## src/rtl/uart_rxf_pkg.sv

```systemverilog
// Shared constants and helpers for the receive FIFO block.
// Assumes a byte-wide register bus with a 3-bit register address.
package uart_rxf_pkg;

    localparam logic [2:0] REG_DATA  = 3'd0;
    localparam logic [2:0] REG_CTRL  = 3'd2;
    localparam logic [2:0] REG_LSTAT = 3'd5;

    localparam logic [7:0] CTRL_KEEP = 8'hC9;
    localparam int         CB_EN     = 0;
    localparam int         CB_RXRST  = 1;
    localparam int         CB_TXRST  = 2;

    typedef struct packed {
        logic ready;
        logic ovr;
        logic brk;
    } rx_flags_t;

    // Maps the two trigger-select bits to a byte count.
    function automatic logic [4:0] trig_of(input logic [1:0] sel);
        case (sel)
            2'b00:   return 5'd1;
            2'b01:   return 5'd4;
            2'b10:   return 5'd8;
            default: return 5'd14;
        endcase
    endfunction

endpackage

```

## src/rtl/rxf_ctrl_reg.sv

```systemverilog
// Control register: keeps the masked sticky bits and decodes the flush
// actions of each write. Assumes wr is already qualified by address.
module rxf_ctrl_reg
    import uart_rxf_pkg::*;
(
    input  logic       clk,
    input  logic       rst_n,
    input  logic       wr,
    input  logic [7:0] wdata,
    output logic [7:0] ctrl_q,
    output logic       rx_flush,
    output logic       tx_flush,
    output logic [4:0] trig_lvl
);

    logic changed;
    logic toggle;

    // Flush decode: an unchanged value is a no-op, an enable toggle forces both.
    always_comb begin
        changed  = wr && (wdata != ctrl_q);
        toggle   = wdata[CB_EN] ^ ctrl_q[CB_EN];
        rx_flush = changed && (wdata[CB_RXRST] || toggle);
        tx_flush = changed && (wdata[CB_TXRST] || toggle);
        trig_lvl = trig_of(ctrl_q[7:6]);
    end

    // Stored value: only the sticky bits survive a write.
    always_ff @(posedge clk) begin
        if (!rst_n)       ctrl_q <= '0;
        else if (changed) ctrl_q <= wdata & CTRL_KEEP;
    end

endmodule

```

## src/rtl/rxf_store.sv

```systemverilog
// Circular byte store with a fill counter. Arrivals into a full store
// are dropped and reported; flush has priority over push and pop.
module rxf_store #(
    parameter int DEPTH = 16,
    parameter int DW    = 8,
    localparam int PW   = $clog2(DEPTH),
    localparam int CW   = $clog2(DEPTH + 1)
) (
    input  logic          clk,
    input  logic          rst_n,
    input  logic          flush,
    input  logic          push,
    input  logic          pop,
    input  logic [DW-1:0] din,
    output logic [DW-1:0] head,
    output logic [CW-1:0] count,
    output logic          drop,
    output logic          empty_next
);

    logic [DW-1:0] mem [DEPTH];
    logic [PW-1:0] wr_ptr, rd_ptr;
    logic [CW-1:0] count_d;
    logic          full, empty, do_push, do_pop;

    // Accept/remove decisions and next fill count.
    always_comb begin
        full       = (count == CW'(DEPTH));
        empty      = (count == '0);
        do_push    = push && !flush && !full;
        do_pop     = pop  && !flush && !empty;
        drop       = push && !flush && full;
        count_d    = flush ? '0 : count + CW'(do_push) - CW'(do_pop);
        empty_next = (count_d == '0);
        head       = empty ? '0 : mem[rd_ptr];
    end

    // One write port per entry, selected by the write pointer.
    for (genvar i = 0; i < DEPTH; i++) begin : g_entry
        always_ff @(posedge clk) begin
            if (do_push && (wr_ptr == PW'(i))) mem[i] <= din;
        end
    end

    // Pointers and counter.
    always_ff @(posedge clk) begin
        if (!rst_n || flush) begin
            wr_ptr <= '0;
            rd_ptr <= '0;
            count  <= '0;
        end else begin
            count <= count_d;
            if (do_push) wr_ptr <= (wr_ptr == PW'(DEPTH - 1)) ? '0 : wr_ptr + 1'b1;
            if (do_pop)  rd_ptr <= (rd_ptr == PW'(DEPTH - 1)) ? '0 : rd_ptr + 1'b1;
        end
    end

endmodule

```

## src/rtl/rxf_status.sv

```systemverilog
// Receive status flags: data-ready, break and overrun.
// Sets win over clears raised in the same cycle.
module rxf_status
    import uart_rxf_pkg::*;
(
    input  logic      clk,
    input  logic      rst_n,
    input  logic      flush,
    input  logic      push,
    input  logic      brk_in,
    input  logic      drop,
    input  logic      data_rd,
    input  logic      lstat_rd,
    input  logic      empty_next,
    output rx_flags_t flags
);

    logic arrive;
    assign arrive = push && !flush;

    // Flag update with set-over-clear priority.
    always_ff @(posedge clk) begin
        if (!rst_n) begin
            flags <= '0;
        end else begin
            if (flush)                        flags.ready <= 1'b0;
            else if (arrive)                  flags.ready <= 1'b1;
            else if (data_rd && empty_next)   flags.ready <= 1'b0;

            if (flush)                        flags.brk <= 1'b0;
            else if (arrive && brk_in)        flags.brk <= 1'b1;
            else if ((data_rd && empty_next) || lstat_rd) flags.brk <= 1'b0;

            if (drop)                         flags.ovr <= 1'b1;
            else if (lstat_rd)                flags.ovr <= 1'b0;
        end
    end

endmodule

```

## src/rtl/uart_rx_fifo_ctrl.sv

```systemverilog
// Receive FIFO with trigger control for a 16550-style serial port.
// Decodes the register bus, joins store, control and status, and drives
// the combinational read mux. Assumes one bus access per cycle.
module uart_rx_fifo_ctrl
    import uart_rxf_pkg::*;
#(
    parameter int DEPTH = 16,
    parameter int AW    = 3,
    localparam int CW   = $clog2(DEPTH + 1)
) (
    input  logic          clk,
    input  logic          rst_n,
    input  logic          bus_wr,
    input  logic          bus_rd,
    input  logic [AW-1:0] bus_addr,
    input  logic [7:0]    bus_wdata,
    output logic [7:0]    bus_rdata,
    input  logic          rx_valid,
    input  logic [7:0]    rx_byte,
    input  logic          rx_brk,
    output logic          rx_ready_o,
    output logic          rx_break_o,
    output logic          rx_overrun_o,
    output logic          rx_thresh_o,
    output logic          tx_flush_o,
    output logic [7:0]    fifo_ctrl_o
);

    logic          ctrl_wr, data_rd, lstat_rd;
    logic          rx_flush, drop, empty_next;
    logic [4:0]    trig_lvl;
    logic [7:0]    head;
    logic [CW-1:0] count;
    rx_flags_t     flags;

    // Register access decode.
    always_comb begin
        ctrl_wr  = bus_wr && (bus_addr == AW'(REG_CTRL));
        data_rd  = bus_rd && (bus_addr == AW'(REG_DATA));
        lstat_rd = bus_rd && (bus_addr == AW'(REG_LSTAT));
    end

    rxf_ctrl_reg u_ctrl (
        .clk      (clk),
        .rst_n    (rst_n),
        .wr       (ctrl_wr),
        .wdata    (bus_wdata),
        .ctrl_q   (fifo_ctrl_o),
        .rx_flush (rx_flush),
        .tx_flush (tx_flush_o),
        .trig_lvl (trig_lvl)
    );

    rxf_store #(.DEPTH(DEPTH), .DW(8)) u_store (
        .clk        (clk),
        .rst_n      (rst_n),
        .flush      (rx_flush),
        .push       (rx_valid),
        .pop        (data_rd),
        .din        (rx_byte),
        .head       (head),
        .count      (count),
        .drop       (drop),
        .empty_next (empty_next)
    );

    rxf_status u_stat (
        .clk        (clk),
        .rst_n      (rst_n),
        .flush      (rx_flush),
        .push       (rx_valid),
        .brk_in     (rx_brk),
        .drop       (drop),
        .data_rd    (data_rd),
        .lstat_rd   (lstat_rd),
        .empty_next (empty_next),
        .flags      (flags)
    );

    // Flag outputs and threshold compare.
    always_comb begin
        rx_ready_o   = flags.ready;
        rx_break_o   = flags.brk;
        rx_overrun_o = flags.ovr;
        rx_thresh_o  = int'(count) >= int'(trig_lvl);
    end

    // Read mux by register address.
    always_comb begin
        case (bus_addr)
            AW'(REG_DATA):  bus_rdata = head;
            AW'(REG_CTRL):  bus_rdata = {{2{fifo_ctrl_o[CB_EN]}}, 6'b0};
            AW'(REG_LSTAT): bus_rdata = {3'b0, flags.brk, 2'b0, flags.ovr, flags.ready};
            default:        bus_rdata = 8'h00;
        endcase
    end

endmodule

```

## config.mk

```make
export PLATFORM = sky130hd
export DESIGN_NAME = uart_rx_fifo_ctrl
export DESIGN_NICKNAME = d
export VERILOG_FILES = /design/src/rtl/uart_rxf_pkg.sv /design/src/rtl/rxf_ctrl_reg.sv /design/src/rtl/rxf_store.sv /design/src/rtl/rxf_status.sv /design/src/rtl/uart_rx_fifo_ctrl.sv
export SDC_FILE = /design/constraint.sdc
export NUM_CORES = 1
export LEC_CHECK = 0
export ABC_AREA = 1
export BUFFER_PORTS_ARGS = -buffer_cell sky130_fd_sc_hd__buf_2
export CELL_PAD_IN_SITES_DETAIL_PLACEMENT = 1
export CELL_PAD_IN_SITES_GLOBAL_PLACEMENT = 1
export CORE_UTILIZATION = 48
export CTS_CLUSTER_SIZE = 16
export DETAILED_ROUTE_END_ITERATION = 10
export GPL_TIMING_DRIVEN = 1
export HOLD_SLACK_MARGIN = 0.08
export PLACE_DENSITY = 0.87
export SETUP_SLACK_MARGIN = 0.4
export SYNTH_ARGS = -nofsm -noshare
export SYNTH_HDL_FRONTEND = slang
export SYNTH_SLANG_ARGS = --single-unit
export TNS_END_PERCENT = 10
```

## constraint.sdc

```tcl
create_clock -name clk -period 2.8 [get_ports clk]
set_input_delay 0.14 -clock clk [delete_from_list [all_inputs] [get_ports clk]]
set_output_delay 0.14 -clock clk [all_outputs]
set_load 0.1 [all_outputs]
```

==> impl_results.md <==
* Register area share after synthesis at 64.88%
* # setup viols final at 0
* Synth top area share at 57.67%
* Worst-margin pin slew at 905.7 ps
* Asr flop ratio synth at 0%
* Area contributors post-synth: edfxtp_1 (58%), dfxtp_1 (7.2%), nand2_1 (5.5%), nor2_1 (5.2%), nand3_1 (4.0%)
* Max FO, Critical Path at 3
* Port Buf Inserts at 41
* Dpl hpwl at 11730 um
* Worst min path class: primary input to flip-flop
* Layout net count at 733
* CTS Buffer Depth at 2
* Max-slew violations at 0
* Placed Area at 0.007208 sq mm
* Avg Cell Area, Syn at 10.79 sq um
* RSZ-0062 raised after global routing: yes
* Worst hold margin at 99.17 ps
* Largest net degree at the start of global routing at 35
* FF/Latch Area at 0.004340 sq mm
* Post-synthesis instance area at 0.006665 sq mm
* Leakage at 2.982 nW
* # IOs at 46
* Crit Path Class: flip-flop to flip-flop
* Worst reg2reg path depth at 19
* Endpoints failing hold at 0
* Most frequent cells in the layout: edfxtp_1 (128), nand2_1 (94), nor2_1 (91)
* Clock Skew at 10.37 ps
* Core Area at 0.01340 sq mm
* WP data arrival at 3020 ps
* Finished Cell Area at 0.007970 sq mm
* Die Area at 0.01436 sq mm
* Outcome: finished, final reports clean
* Kind of end point of the critical path: flip-flop
* Period minus WS final at 2703 ps
* Clk Latency, worst-skew pair at 430 ps
* # DRC at 0
* Share of cells above drive strength 1 at 19.97%
* Largest area contributor in the netlist: edfxtp_1
* Flop2flop setup slack at 100 ps
* VDD IR-drop max at 544.2 uV
* Synth Flop Type: edfxtp_1
* Gate Count Post-Synth at 618
* CTS H-tree lvls at 4
* Via-per-instance ratio at 5.872
* Cell variety after synth at 38
* TritonRoute pass-1 iters at 5
* Final worst path period share at 96.55%
* Starting DRT DRC Count at 450
* Sinks on Clock Net at 152
* Pre-CTS setup slack at 104.7 ps
* Reg clk slew, reported paths at 70 ps
* First-pass GRT wire length at 30640 um
* Final worst setup slack at 96.71 ps
* GPL Wtd Cong at 0.8648
* Post-synth EDFFs at 128
* Die Y at 119.8 um
* Initial antenna violation count at 0
* Die X at 119.8 um
* Total Routed Length at 20070 um
* Critical Path RT at 3120 ps
* Worst flop-to-flop path endpoint: u_stat.flags[0]$_SDFFE_PP0P_
* Clock root buffer: clkbuf_16
* ANT cells at 0
* Hold depth at 1
* Initial Util at 49.74%
* CP startpoint kind: flip-flop
* TritonCTS clock tree: yes
* Area occupied by multi-input gates at 0.002095 sq mm
* Filler cells at 1424
* Remaining antenna violation count after routing at 0
* DR vias at 5179
* DR WL/cell at 22.76 um
* YS warnings at 0
* Total power at 6.163 mW
* Tot GR Track Use at 29.28%
* Hold Crit Start: rx_byte[0]
* CTS Buf Count at 17
* Max-cap check violation count at 0
* Hold EP: u_store.mem[14][0]$_DFFE_PP_
* Grt total ovfl at 0
* Most common cell after layout, fill and taps aside: edfxtp_1
* Synthesized flop and latch total at 152
* Synth-to-Final Area Change at 19.58%
* Vias in the first global route at 5495
* Worst rel slew slack at 39.40%
* Reg-to-Reg Start: u_store.count[2]$_SDFF_PP0_
* FP Rows at 42
* Max frequency at 369.9 MHz
* Pwr dens at 773.2 mW/mm^2
logic make-up after synthesis:
group	after synthesis	synth area share [%]
simple gates	262	17.10
flops	152	64.88
other cells	1	0.05626
compound gates	106	8.823
mux	2	0.3004
xor+xnor	6	0.7884
fa+ha+maj	15	2.929
buf+inv	74	5.125
critical path, cell delays in order, from the launching register on:
cell	delay, ps
dfxtp_2	340
inv_2	50
ha_4	150
nand4_1	100
nand2_2	100
nor2_4	170
inv_4	60
nor2_4	90
inv_2	60
nand2_4	70
ha_4	130
inv_2	40
fa_2	550
inv_2	50
nor2_2	80
nand2_1	70
a21oi_2	160
nand3_2	120
nand2_1	120
a21oi_2	60
area by class of cell:
cell class                      count  area share (%)
Timing Repair Buffer               81           7.394
Clock buffer                       20           5.479
Tap cell                          176           2.763
Clock inverter                     12           1.366
Inverter                           46           2.261
Sequential cell                   152           54.46
Multi-Input combinational cell    395           26.28
registers in the layout (all words and copies together), names as in the netlist, named ones only:
register	flops
u_store.rd_ptr	4
u_stat.flags	3
u_store.mem	128
u_store.count	5
u_store.wr_ptr	4
u_ctrl.ctrl_q	4
synth_stat cells, types with 2 or more instances:
cell and instances:
a21oi_1 23, nor3_1 2, mux2i_1 2, edfxtp_1 128
nor2_1 93, inv_2 2, buf_4 8, o22ai_1 4
buf_6 3, buf_2 8, clkbuf_1 9, o21ai_1 6
nand3_1 53, xnor2_1 2, nand2_2 3, ha_1 14
nor2_2 2, nand2_1 98, xor2_1 4, nor2_8 2
dfxtp_1 24, inv_1 42, nand3b_1 2, o211ai_1 17
nand2_4 2, o21ai_0 52, nand4_1 2
metrics by stage:
| step | utilization [%] | cells | TNS [ps] |
|---|---|---|---|
| floorplan | - | 621 | 0 |
| global placement | 53.79 | 831 | 0 |
| detailed placement | 53.79 | 831 | 0 |
| CTS | 59.21 | 879 | 0 |
| global route | 59.48 | 882 | -11.35 |
| finish | 59.48 | 882 | 0 |
repair_timing:
action | CTS | global route
gates cloned | 0 | 0
hold buffers | 6 | 0
pin swaps | 10 | 6
setup buffers | 10 | 3
setup endpoints to repair | 12 | 21
resized for setup | 18 | 4
endpoints found under the hold margin | 7 | 0
layer usage:
metal  wire length (um)  vias to the layer above  global-route usage [%]
li1                   -                     2283                       -
met1               7662                     2594                   33.28
met2              10520                      231                   51.81
met3               1180                       71                   7.034
met4                705                        0                   13.59
met5                  0                        -                       0
how the worst max path moves through the flow:
stage	start	to	slack (ps)
finish	u_store.count[2]$_SDFF_PP0_	u_stat.flags[0]$_SDFFE_PP0P_	100
global route	u_store.count[3]$_SDFF_PP0_	u_stat.flags[0]$_SDFFE_PP0P_	-10
CTS	u_store.count[3]$_SDFF_PP0_	u_stat.flags[2]$_SDFFE_PP0P_	260
detailed placement	u_store.count[3]$_SDFF_PP0_	u_stat.flags[2]$_SDFFE_PP0P_	100
global placement	u_store.count[3]$_SDFF_PP0_	u_stat.flags[2]$_SDFFE_PP0P_	250
floorplan	flip-flop	bus_rdata[5]	170
report_power, final:
group          total, mW  internal, mW  switching (mW)
registers           2.63          2.56          0.0702
logic               1.35         0.414           0.939
clock network       2.18          1.29           0.896
Power figures use the tool's default switching activity.
